===== src/rtl/sio_keyport_pkg.sv =====
`timescale 1ns/1ps
package sio_keyport_pkg;

    typedef enum logic [1:0] {
        ST_LOCKED   = 2'd0,
        ST_KEY_HALF = 2'd1,
        ST_OPEN     = 2'd2
    } key_state_t;

    localparam logic [7:0] KEY_ENTER   = 8'hA5;
    localparam logic [7:0] KEY_LEAVE   = 8'hAA;
    localparam logic [7:0] IDX_LDN     = 8'h07;
    localparam logic [7:0] IDX_ENA     = 8'h30;
    localparam logic [7:0] IDX_BASE_HI = 8'h60;
    localparam logic [7:0] IDX_BASE_LO = 8'h61;
    localparam logic [7:0] READ_LOCKED = 8'hFF;

    typedef struct packed {
        logic idx_wr;
        logic idx_rd;
        logic dat_wr;
        logic dat_rd;
    } bus_hit_t;

endpackage


===== src/rtl/sio_port_decode.sv =====
`timescale 1ns/1ps
module sio_port_decode
    import sio_keyport_pkg::*;
#(
    parameter int          ADDR_W  = 16,
    parameter logic [15:0] PRI_IDX = 16'h004E,
    parameter logic [15:0] ALT_IDX = 16'h002E
) (
    input  logic              strap_alt,
    input  logic [ADDR_W-1:0] io_addr,
    input  logic              io_wr,
    input  logic              io_rd,
    output bus_hit_t          hit
);
    localparam logic [ADDR_W-1:0] PRI_I = ADDR_W'(PRI_IDX);
    localparam logic [ADDR_W-1:0] ALT_I = ADDR_W'(ALT_IDX);

    logic [ADDR_W-1:0] idx_addr;
    logic [ADDR_W-1:0] dat_addr;
    logic              at_idx;
    logic              at_dat;

    always_comb begin
        idx_addr   = strap_alt ? ALT_I : PRI_I;
        dat_addr   = idx_addr + ADDR_W'(1);
        at_idx     = (io_addr == idx_addr);
        at_dat     = (io_addr == dat_addr);
        hit.idx_wr = at_idx & io_wr;
        hit.idx_rd = at_idx & io_rd;
        hit.dat_wr = at_dat & io_wr;
        hit.dat_rd = at_dat & io_rd;
    end
endmodule


===== src/rtl/sio_key_fsm.sv =====
`timescale 1ns/1ps
module sio_key_fsm
    import sio_keyport_pkg::*;
(
    input  logic       clk,
    input  logic       rst_n,
    input  logic       idx_wr,
    input  logic [7:0] wdata,
    output logic       cfg_open
);
    key_state_t state_q;
    key_state_t state_d;

    always_ff @(posedge clk) begin
        if (!rst_n) state_q <= ST_LOCKED;
        else        state_q <= state_d;
    end

    always_comb begin
        state_d  = state_q;
        cfg_open = 1'b0;
        unique case (state_q)
            ST_LOCKED: begin
                if (idx_wr && wdata == KEY_ENTER) state_d = ST_KEY_HALF;
            end
            ST_KEY_HALF: begin
                if (idx_wr) state_d = (wdata == KEY_ENTER) ? ST_OPEN : ST_LOCKED;
            end
            ST_OPEN: begin
                cfg_open = 1'b1;
                if (idx_wr && wdata == KEY_LEAVE) state_d = ST_LOCKED;
            end
            default: state_d = ST_LOCKED;
        endcase
    end
endmodule


===== src/rtl/sio_reg_bank.sv =====
`timescale 1ns/1ps
module sio_reg_bank
    import sio_keyport_pkg::*;
#(
    parameter int NDEV = 4
) (
    input  logic                 clk,
    input  logic                 rst_n,
    input  logic                 cfg_open,
    input  bus_hit_t             hit,
    input  logic [7:0]           wdata,
    output logic [7:0]           rdata,
    output logic [NDEV-1:0]      dev_en,
    output logic [NDEV*16-1:0]   dev_base
);
    localparam int BASE_W = 16;

    logic [7:0]        index_q;
    logic [7:0]        ldn_q;
    logic [7:0]        rdata_q;
    logic [7:0]        reg_val;
    logic              cfg_wr;
    logic              ldn_ok;
    logic              en_sel;
    logic [BASE_W-1:0] base_sel;

    assign cfg_wr = cfg_open & hit.dat_wr;

    always_ff @(posedge clk) begin
        if (!rst_n) begin
            index_q <= 8'h00;
            ldn_q   <= 8'h00;
        end else begin
            if (cfg_open && hit.idx_wr && wdata != KEY_LEAVE) index_q <= wdata;
            if (cfg_wr && index_q == IDX_LDN) ldn_q <= wdata;
        end
    end

    for (genvar d = 0; d < NDEV; d++) begin : g_dev
        logic              en_q;
        logic [BASE_W-1:0] base_q;
        logic              sel;

        assign sel = (ldn_q == 8'(d));

        always_ff @(posedge clk) begin
            if (!rst_n) begin
                en_q   <= 1'b0;
                base_q <= '0;
            end else if (cfg_wr && sel) begin
                if (index_q == IDX_ENA)     en_q         <= wdata[0];
                if (index_q == IDX_BASE_HI) base_q[15:8] <= wdata;
                if (index_q == IDX_BASE_LO) base_q[7:0]  <= wdata;
            end
        end

        assign dev_en[d]                     = en_q;
        assign dev_base[d*BASE_W +: BASE_W]  = base_q;
    end

    always_comb begin
        ldn_ok   = 1'b0;
        en_sel   = 1'b0;
        base_sel = '0;
        for (int d = 0; d < NDEV; d++) begin
            if (ldn_q == 8'(d)) begin
                ldn_ok   = 1'b1;
                en_sel   = dev_en[d];
                base_sel = dev_base[d*BASE_W +: BASE_W];
            end
        end
        reg_val = 8'h00;
        case (index_q)
            IDX_LDN:     reg_val = ldn_q;
            IDX_ENA:     reg_val = ldn_ok ? {7'b0, en_sel} : 8'h00;
            IDX_BASE_HI: reg_val = ldn_ok ? base_sel[15:8] : 8'h00;
            IDX_BASE_LO: reg_val = ldn_ok ? base_sel[7:0]  : 8'h00;
            default:     reg_val = 8'h00;
        endcase
    end

    always_ff @(posedge clk) begin
        if (!rst_n) begin
            rdata_q <= 8'h00;
        end else if (hit.idx_rd) begin
            rdata_q <= cfg_open ? index_q : READ_LOCKED;
        end else if (hit.dat_rd) begin
            rdata_q <= cfg_open ? reg_val : READ_LOCKED;
        end
    end

    assign rdata = rdata_q;
endmodule


===== src/rtl/sio_keyport.sv =====
`timescale 1ns/1ps
module sio_keyport
    import sio_keyport_pkg::*;
#(
    parameter int          ADDR_W  = 16,
    parameter int          NDEV    = 4,
    parameter logic [15:0] PRI_IDX = 16'h004E,
    parameter logic [15:0] ALT_IDX = 16'h002E
) (
    input  logic               clk,
    input  logic               rst_n,
    input  logic               strap_alt,
    input  logic [ADDR_W-1:0]  io_addr,
    input  logic               io_wr,
    input  logic               io_rd,
    input  logic [7:0]         io_wdata,
    output logic [7:0]         io_rdata,
    output logic [NDEV-1:0]    dev_en,
    output logic [NDEV*16-1:0] dev_base
);
    bus_hit_t hit;
    logic     cfg_open;

    sio_port_decode #(
        .ADDR_W (ADDR_W),
        .PRI_IDX(PRI_IDX),
        .ALT_IDX(ALT_IDX)
    ) u_decode (
        .strap_alt(strap_alt),
        .io_addr  (io_addr),
        .io_wr    (io_wr),
        .io_rd    (io_rd),
        .hit      (hit)
    );

    sio_key_fsm u_fsm (
        .clk     (clk),
        .rst_n   (rst_n),
        .idx_wr  (hit.idx_wr),
        .wdata   (io_wdata),
        .cfg_open(cfg_open)
    );

    sio_reg_bank #(
        .NDEV(NDEV)
    ) u_bank (
        .clk     (clk),
        .rst_n   (rst_n),
        .cfg_open(cfg_open),
        .hit     (hit),
        .wdata   (io_wdata),
        .rdata   (io_rdata),
        .dev_en  (dev_en),
        .dev_base(dev_base)
    );
endmodule


===== config.mk =====
export PLATFORM = sky130hd
export DESIGN_NAME = sio_keyport
export DESIGN_NICKNAME = d
export VERILOG_FILES = /design/src/rtl/sio_keyport_pkg.sv /design/src/rtl/sio_port_decode.sv /design/src/rtl/sio_key_fsm.sv /design/src/rtl/sio_reg_bank.sv /design/src/rtl/sio_keyport.sv
export SDC_FILE = /design/constraint.sdc
export NUM_CORES = 1
export LEC_CHECK = 0
export CELL_PAD_IN_SITES_DETAIL_PLACEMENT = 0
export CELL_PAD_IN_SITES_GLOBAL_PLACEMENT = 2
export CORE_MARGIN = 1.5
export CORE_UTILIZATION = 35
export DETAILED_ROUTE_END_ITERATION = 10
export DONT_BUFFER_PORTS = 1
export GPL_TIMING_DRIVEN = 0
export PLACE_DENSITY_LB_ADDON = 0.1
export SLEW_MARGIN = 15
export SYNTH_ARGS = -nofsm -noshare
export SYNTH_HDL_FRONTEND = slang
export SYNTH_SLANG_ARGS = --single-unit

===== constraint.sdc =====
create_clock -name clk -period 2.31 [get_ports clk]
set_clock_uncertainty 0.1 [all_clocks]
set_input_delay 0.1155 -clock clk [delete_from_list [all_inputs] [get_ports clk]]
set_output_delay 0.1155 -clock clk [all_outputs]
set_load 0.01 [all_outputs]

==> results.sh, run 1 <==
export IMPL_clock_latency_ns=0.35
export IMPL_ys_async_sr_fraction_pct=0
export IMPL_timing_final_ws_setup_ns=-0.0378
export IMPL_violations="negative setup slack"
export IMPL_multi_input_area_um2=2680
export IMPL_final_max_slew_viol_count=0
export IMPL_ios=105
export IMPL_die_w_um=118
export IMPL_r2r_end="u_bank.g_dev[2].base_q[8]"
export IMPL_hold_violations=0
export IMPL_status="complete, but fails checks"
export IMPL_relSlewSlack_pct=45.8
export IMPL_worstHoldEndpoint="u_bank.g_dev[0].base_q[1]"
export IMPL_overflow=0
export IMPL_yosys_cell_types_count=51
export IMPL_synthCells=472
export IMPL_ff2ff_path_depth=6
export IMPL_cp_top_family="simple AND/OR/NAND/NOR gates"
export IMPL_fmax_mhz=426
export IMPL_ys_flop_type="dfxtp_1"
export IMPL_internal_power_mw=2.49
export IMPL_synth_edf_count=0
export IMPL_yosys_area_top_type="dfxtp_1"
export IMPL_grt_pass1_wl_mm=24.8
export IMPL_cts_root_buf="clkbuf_16"
export IMPL_reg2reg_from="u_bank.ldn_q[4]"
export IMPL_worstMarginPinSlew_ns=0.813
export IMPL_p_switching_mw=0.733
export IMPL_syn_nets=501
export IMPL_cts_path_max_buffers=2
export IMPL_dp_hpwl_mm=11.6
export IMPL_area_growth_synth_to_final_pct=18.1
export IMPL_cp_cell_sequence="or4_4, or3_4, or3_4, nor3_4, buf_12, mux2i_2"
export IMPL_wire_per_inst_um=24.6
export IMPL_hold_path_cell_count=2
export IMPL_dp_cells=644
export IMPL_setup_viol=31
export IMPL_crit_path_top_delay_cell="or4_4"
export IMPL_cp_common_cell="or3_4"
export IMPL_finalSetupTns_ns=-0.393
export IMPL_synth_common_cells="dfxtp_1, mux2i_1, nand2_1"
export IMPL_place_gp_congestion=0.865
export IMPL_clkPwrFrac_pct=46.0
export IMPL_p_leak_nw=2.06
export IMPL_swShare_pct=22.8
export IMPL_drt_pass1_iter_count=5
export IMPL_grt_setup_unrepaired="yes"
export IMPL_grt_use_total_pct=23.9
export IMPL_routed_wl_mm=16.6
export IMPL_dr_total_vias=3904
export IMPL_rrSetupSlack_ns=-0.04
export IMPL_register_area_um2=1890
export IMPL_worstHoldStart="io_wdata[1]"
export IMPL_viasPerCell=5.77
export IMPL_drtIter0Drc=230
export IMPL_grt_pass1_vias=3734
export IMPL_vdd_drop_max_mv=0.298
export IMPL_cts_tree="built"
export IMPL_cp_end_kind="flip-flop"
export IMPL_yosysTopAreaCellShare_pct=40.6
export IMPL_hold_path_class="in -> reg"
export IMPL_critical_path_class="reg -> reg"
export IMPL_cts_buffers=9
export IMPL_ys_warn_count=0
export IMPL_max_cap_violations=0
export IMPL_htreeDepth=3
export IMPL_path_max_fanout=8
export IMPL_cp_arrival_ns=2.51
export IMPL_die_y_um=118
export IMPL_syn_area_um2=4640
export IMPL_grt_max_degree=15
export IMPL_ys_seq_area_share_pct=40.6
export IMPL_cts_sinks=94
export IMPL_core_area_um2=12800
export IMPL_rows=41
export IMPL_clk_pin_slew_ns=0.06
export IMPL_synth_most_common_cell="dfxtp_1"
export IMPL_crit_path_start_kind="flip-flop"
export IMPL_drive_gt1_share_pct=15.4
export IMPL_fin_nets=530
export IMPL_worst_endpoint_required_ns=2.47
export IMPL_power_density_nw_per_um2=588
export IMPL_pwr_share_seq_pct=50.3
export IMPL_total_power_mw=3.22
export IMPL_dpl_worst_slack_ns=-0.619
export IMPL_port_buffers=0
export IMPL_crit_buf_inv=1
export IMPL_antenna_found_initial=0
export IMPL_nFillCells=1252
export IMPL_instances_no_fill=677
export IMPL_max_stage_delay_ns=0.54
export IMPL_drc=0
export IMPL_finalCriticalPeriod_ns=2.35
export IMPL_cp_depth=6
export IMPL_avgSynthCellArea_um2=9.83
export IMPL_start_util_pct=36.3
export IMPL_p_comb_share_pct=3.7
export IMPL_synth_area_top_cells="dfxtp_1, mux2i_1, nand2_1, mux4_2, nor2b_1"
export IMPL_antenna_cells=0
export IMPL_ys_seq_elements=94
export IMPL_utilization_pct=42.9
export IMPL_ant_nets=0
export IMPL_die_area_um2=14000
export IMPL_finalCritPeriodShare_pct=102
[timing repair]
action | 4_1_cts | 5_1_grt
pin swaps | 13 | 8
hold endpoints to repair | 26 | 0
gates cloned | 0 | 1
hold buffers | 9 | 0
buffers inserted | 14 | 1
endpoints found under the setup margin | 89 | 86
gates resized for setup | 9 | 21
[cells by family (layout without fill, tap and decap cells)]
logic type	after synthesis	after routing	synth area share (%)
muxes	104	104	25.2
AOI/OAI and AO/OA	57	57	8.93
buffers and inverters	36	68	3.48
DFF	94	94	40.6
and+or+nand+nor	181	182	21.9
[cell usage in the layout, fill, tap and decap left out, types with 4 or more instances in the layout]
master / instances
dfxtp_2: 4
and3_1: 4
a22o_1: 5
nor3_1: 5
dfxtp_1: 90
clkbuf_16: 9
mux4_2: 10
nand4_1: 8
nor2b_1: 29
nor2_1: 12
o22ai_1: 4
nor3_4: 6
a21oi_1: 14
o221ai_1: 6
nand2_1: 72
mux2i_1: 92
dlygate4sd3_1: 9
nor4_1: 4
inv_1: 4
clkbuf_1: 18
nand2b_1: 4
buf_4: 12
o22a_1: 6
a211oi_1: 5
buf_12: 6
[per-layer routing]
metal,track usage [%],share of wire [%],vias to the layer above
met4,6.86,1.4,0
met5,0,0,-
met3,5.23,7.6,14
li1,-,-,1786
met1,32.5,44,1933
met2,38.2,47,171
[final cells by class]
class / count / area share, %
clock buffer: 11 / 4.25
sequential: 94 / 34.4
inverter: 4 / 0.274
buffer: 25 / 2.15
multi-input combinational: 343 / 48.9
tap: 172 / 3.93
timing repair buffer: 24 / 5.21
clock inverter: 4 / 0.891
[power by group through the flow]
stage / Clock, mW / Combinational, mW / Sequential (mW)
2_1_floorplan: 0 / 0.0597 / 1.66
3_3_place_gp: 0 / 0.0968 / 1.66
3_5_place_dp: 0 / 0.0978 / 1.66
4_1_cts: 1.49 / 0.119 / 1.62
5_1_grt: 1.57 / 0.128 / 1.62
6_report: 1.48 / 0.119 / 1.62
[how the worst max path moves through the flow]
stage	start	end	slack [ns]
detailed placement	u_bank.ldn_q[0]	u_bank.g_dev[1].base_q[2]	-0.62
CTS	u_bank.ldn_q[4]	u_bank.g_dev[2].base_q[8]	-0.19
floorplan	u_bank.ldn_q[2]	u_bank.g_dev[3].base_q[0]	-0.14
finish	u_bank.ldn_q[4]	u_bank.g_dev[2].base_q[8]	-0.04
global placement	u_bank.ldn_q[0]	u_bank.g_dev[1].base_q[2]	-0.57
global route	u_bank.ldn_q[4]	u_bank.rdata[6]	-0.09
[flip-flops by register name, summed over array words and instances (netlist names)]
name and flops:
u_bank.index_q 8, u_bank.g_dev.en_q 4, u_bank.g_dev.base_q 64, u_bank.rdata 8
u_fsm.state_q 2, u_bank.ldn_q 8
[metrics by stage]
| stage | hold WS [ns] | area, µm² |
|---|---|---|
| after floorplan | 0.182 | 4640 |
| after global placement | 0.188 | 4860 |
| after detailed placement | 0.192 | 4860 |
| after CTS | 0.0161 | 5420 |
| after global routing | 0.0359 | 5480 |
| final | 0.0124 | 5480 |
(Power assumes the default switching activity.)
==> run 2: changes to the inputs <==
--- a/config.mk
+++ b/config.mk
@@ -16,4 +16,5 @@
 export SLEW_MARGIN = 15
 export SYNTH_ARGS = -nofsm -noshare
 export SYNTH_HDL_FRONTEND = slang
+export SYNTH_HIERARCHICAL = 1
 export SYNTH_SLANG_ARGS = --single-unit
==> run 2 against run 1 <==
Effect of this change: the flow now finishes without violations; hold slack better by 0.052 ns; via count grew 2.2%; final cell count rose by 6.1%; die area is 3.2% higher; largest cell class unchanged; highest routed layer unchanged.
==> results.sh, run 2 <==
export IMPL_status="complete, no violations"
export IMPL_routed_wl_mm=16.7
export IMPL_utilization_pct=42.1
export IMPL_ys_seq_area_share_pct=39.3
export IMPL_clk_pin_slew_ns=0.07
export IMPL_dp_hpwl_mm=11.8
export IMPL_antenna_found_initial=0
export IMPL_synth_common_cells="dfxtp_1, nor2b_1, mux2i_1"
export IMPL_hold_path_class="in -> reg"
export IMPL_regMostFlops="u_bank/g_dev.base_q"
export IMPL_final_common_cell="dfxtp_1"
export IMPL_drt_pass1_iter_count=5
export IMPL_ys_warn_count=6
export IMPL_die_area_um2=14400
export IMPL_cp_end_kind="flip-flop"
export IMPL_largest_register_ffs=64
export IMPL_drive_gt1_share_pct=14.0
export IMPL_wl_met1_mm=7.47
export IMPL_setup_viol=0
export IMPL_wl_met3_mm=1.07
export IMPL_core_area_um2=13300
export IMPL_yosys_cell_types_count=53
export IMPL_top_layer="met4"
export IMPL_fmax_mhz=450
export IMPL_finalCriticalPeriod_ns=2.22
export IMPL_hold_violations=0
export IMPL_placed_area_um2=5010
export IMPL_synth_area_top_cells="dfxtp_1, mux2i_1, nor2b_1, o21ai_0, a21boi_0"
export IMPL_die_y_um=120
export IMPL_yosysTopAreaCellShare_pct=39.3
export IMPL_grt_use_total_pct=23.9
export IMPL_vdd_drop_max_mv=0.272
export IMPL_clock_latency_ns=0.35
export IMPL_wire_per_inst_um=23.3
export IMPL_grt_setup_unrepaired="yes"
export IMPL_relSlewSlack_pct=41.6
export IMPL_synth_most_common_cell="dfxtp_1"
export IMPL_htreeDepth=3
export IMPL_path_max_fanout=10
export IMPL_power_density_nw_per_um2=588
export IMPL_cts_root_buf="clkbuf_16"
export IMPL_total_power_mw=3.29
export IMPL_timing_final_ws_setup_ns=0.0856
export IMPL_synth_xor_area_share_pct=0
export IMPL_muxShareOfSynthArea_pct=17.8
export IMPL_cts_path_max_buffers=2
export IMPL_grt_pass1_vias=3995
export IMPL_place_gp_congestion=0.867
export IMPL_synth_compound_area_share_pct=15.2
export IMPL_drc=0
export IMPL_port_buffers=0
export IMPL_ys_async_sr_fraction_pct=0
export IMPL_fin_nets=567
export IMPL_nFillCells=1318
export IMPL_worst_endpoint_required_ns=2.44
export IMPL_cp_arrival_ns=2.35
export IMPL_cts_tree="built"
export IMPL_syn_nets=536
export IMPL_ys_seq_elements=94
export IMPL_synthCells=507
export IMPL_ant_nets=0
export IMPL_synth_fa_ha_area_share_pct=0
export IMPL_grt_max_degree=15
export IMPL_drtIter0Drc=234
export IMPL_critical_path_class="reg -> reg"
export IMPL_area_growth_synth_to_final_pct=16.7
export IMPL_dr_total_vias=3991
export IMPL_cts_sinks=94
export IMPL_finalSetupTns_ns=0
export IMPL_overflow=0
export IMPL_max_cap_violations=0
export IMPL_synth_edf_count=0
export IMPL_syn_area_um2=4790
export IMPL_synth_simple_area_share_pct=23.9
export IMPL_die_w_um=120
export IMPL_finalCritPeriodShare_pct=96.3
export IMPL_final_max_slew_viol_count=0
export IMPL_finalInstanceArea_um2=5590
export IMPL_ys_flop_type="dfxtp_1"
export IMPL_final_cell_mix="dfxtp_1, nor2b_1, mux2i_1"
export IMPL_p_leak_nw=1.78
export IMPL_worstMarginPinSlew_ns=0.875
export IMPL_start_util_pct=36.0
export IMPL_viasPerCell=5.56
export IMPL_met2WireLength_mm=7.85
export IMPL_dpl_worst_slack_ns=-0.449
export IMPL_synth_top_family_by_area="simple AND/OR/NAND/NOR gates"
export IMPL_avgSynthCellArea_um2=9.45
export IMPL_antenna_cells=0
export IMPL_ios=105
export IMPL_rows=42
export IMPL_crit_path_start_kind="flip-flop"
export IMPL_grt_pass1_wl_mm=25.5
export IMPL_cts_buffers=9
export IMPL_yosys_area_top_type="dfxtp_1"
## run 2: changes by cell type in the layout (fill, tap and decap cells not counted), sizes merged, moves of 9 or more
cell    before  now
clkbuf      30   40
o21ai        2   33
mux2i       93   74
mux4        10    1
a21boi       0   20
nor2b       30   77
nand2       74   24
## run 2: path summary, 6_finish.rpt
kind,from,cells after the start,slack [ns],end
setup / recovery,u_bank/ldn_q[1],5,0.09,u_bank/rdata[5]
hold / removal,io_wdata[1],3,0.06,u_fsm/state_q[0]
hold reg to reg,u_bank/g_dev[0].en_q,2,0.41,u_bank/g_dev[0].en_q
setup reg to reg,u_bank/ldn_q[1],5,0.09,u_bank/rdata[5]
## run 2: cell families after synthesis
| group | count (synthesis) |
|---|---|
| and+or+nand+nor | 176 |
| AOI/OAI and AO/OA | 110 |
| DFF | 94 |
| buffers and inverters | 44 |
| muxes | 83 |
## run 2: area by class of cell
class | instances | area (µm²) | area share (%)
sequential | 94 | 1880 | 33.7
timing repair buffer | 21 | 213 | 3.80
buffer | 37 | 166 | 2.98
clock buffer | 12 | 256 | 4.59
multi-input combinational | 369 | 2790 | 49.8
clock inverter | 3 | 43.8 | 0.783
tap | 176 | 220 | 3.94
inverter | 6 | 23.8 | 0.425
## run 2: power breakdown
| part | switching [mW] | internal, mW | total (mW) |
|---|---|---|---|
| Sequential | 0.00000561 | 1.62 | 1.62 |
| Clock | 0.645 | 0.894 | 1.54 |
| Combinational | 0.0799 | 0.0477 | 0.128 |
| Total | 0.725 | 2.56 | 3.29 |
## run 2: layer usage
metal	global-route usage, %	vias to the layer above
met4	7.74	0
met1	32.0	1944
met2	38.1	135
met5	0	-
li1	-	1894
met3	5.47	18
## run 2: timing repair
item,in CTS,in global routing
hold buffers,11,0
pin swaps,3,2
resized for setup,9,19
setup endpoints to repair,75,73
setup buffers,5,5
endpoints found under the hold margin,6,0
## run 2: per-stage QoR
stage	hold slack, ns	cells
final	0.0646	718
after detailed placement	0.183	683
after global routing	0.0889	718
after global placement	0.169	683
after floorplan	0.169	507
after CTS	0.0576	713
## run 2: critical path, cell delays in order (launching register included)
cell and delay, ns:
dfxtp_1 0.36, clkbuf_1 0.42, buf_1 0.49, a31oi_1 0.28
a221oi_1 0.35, a21oi_1 0.11
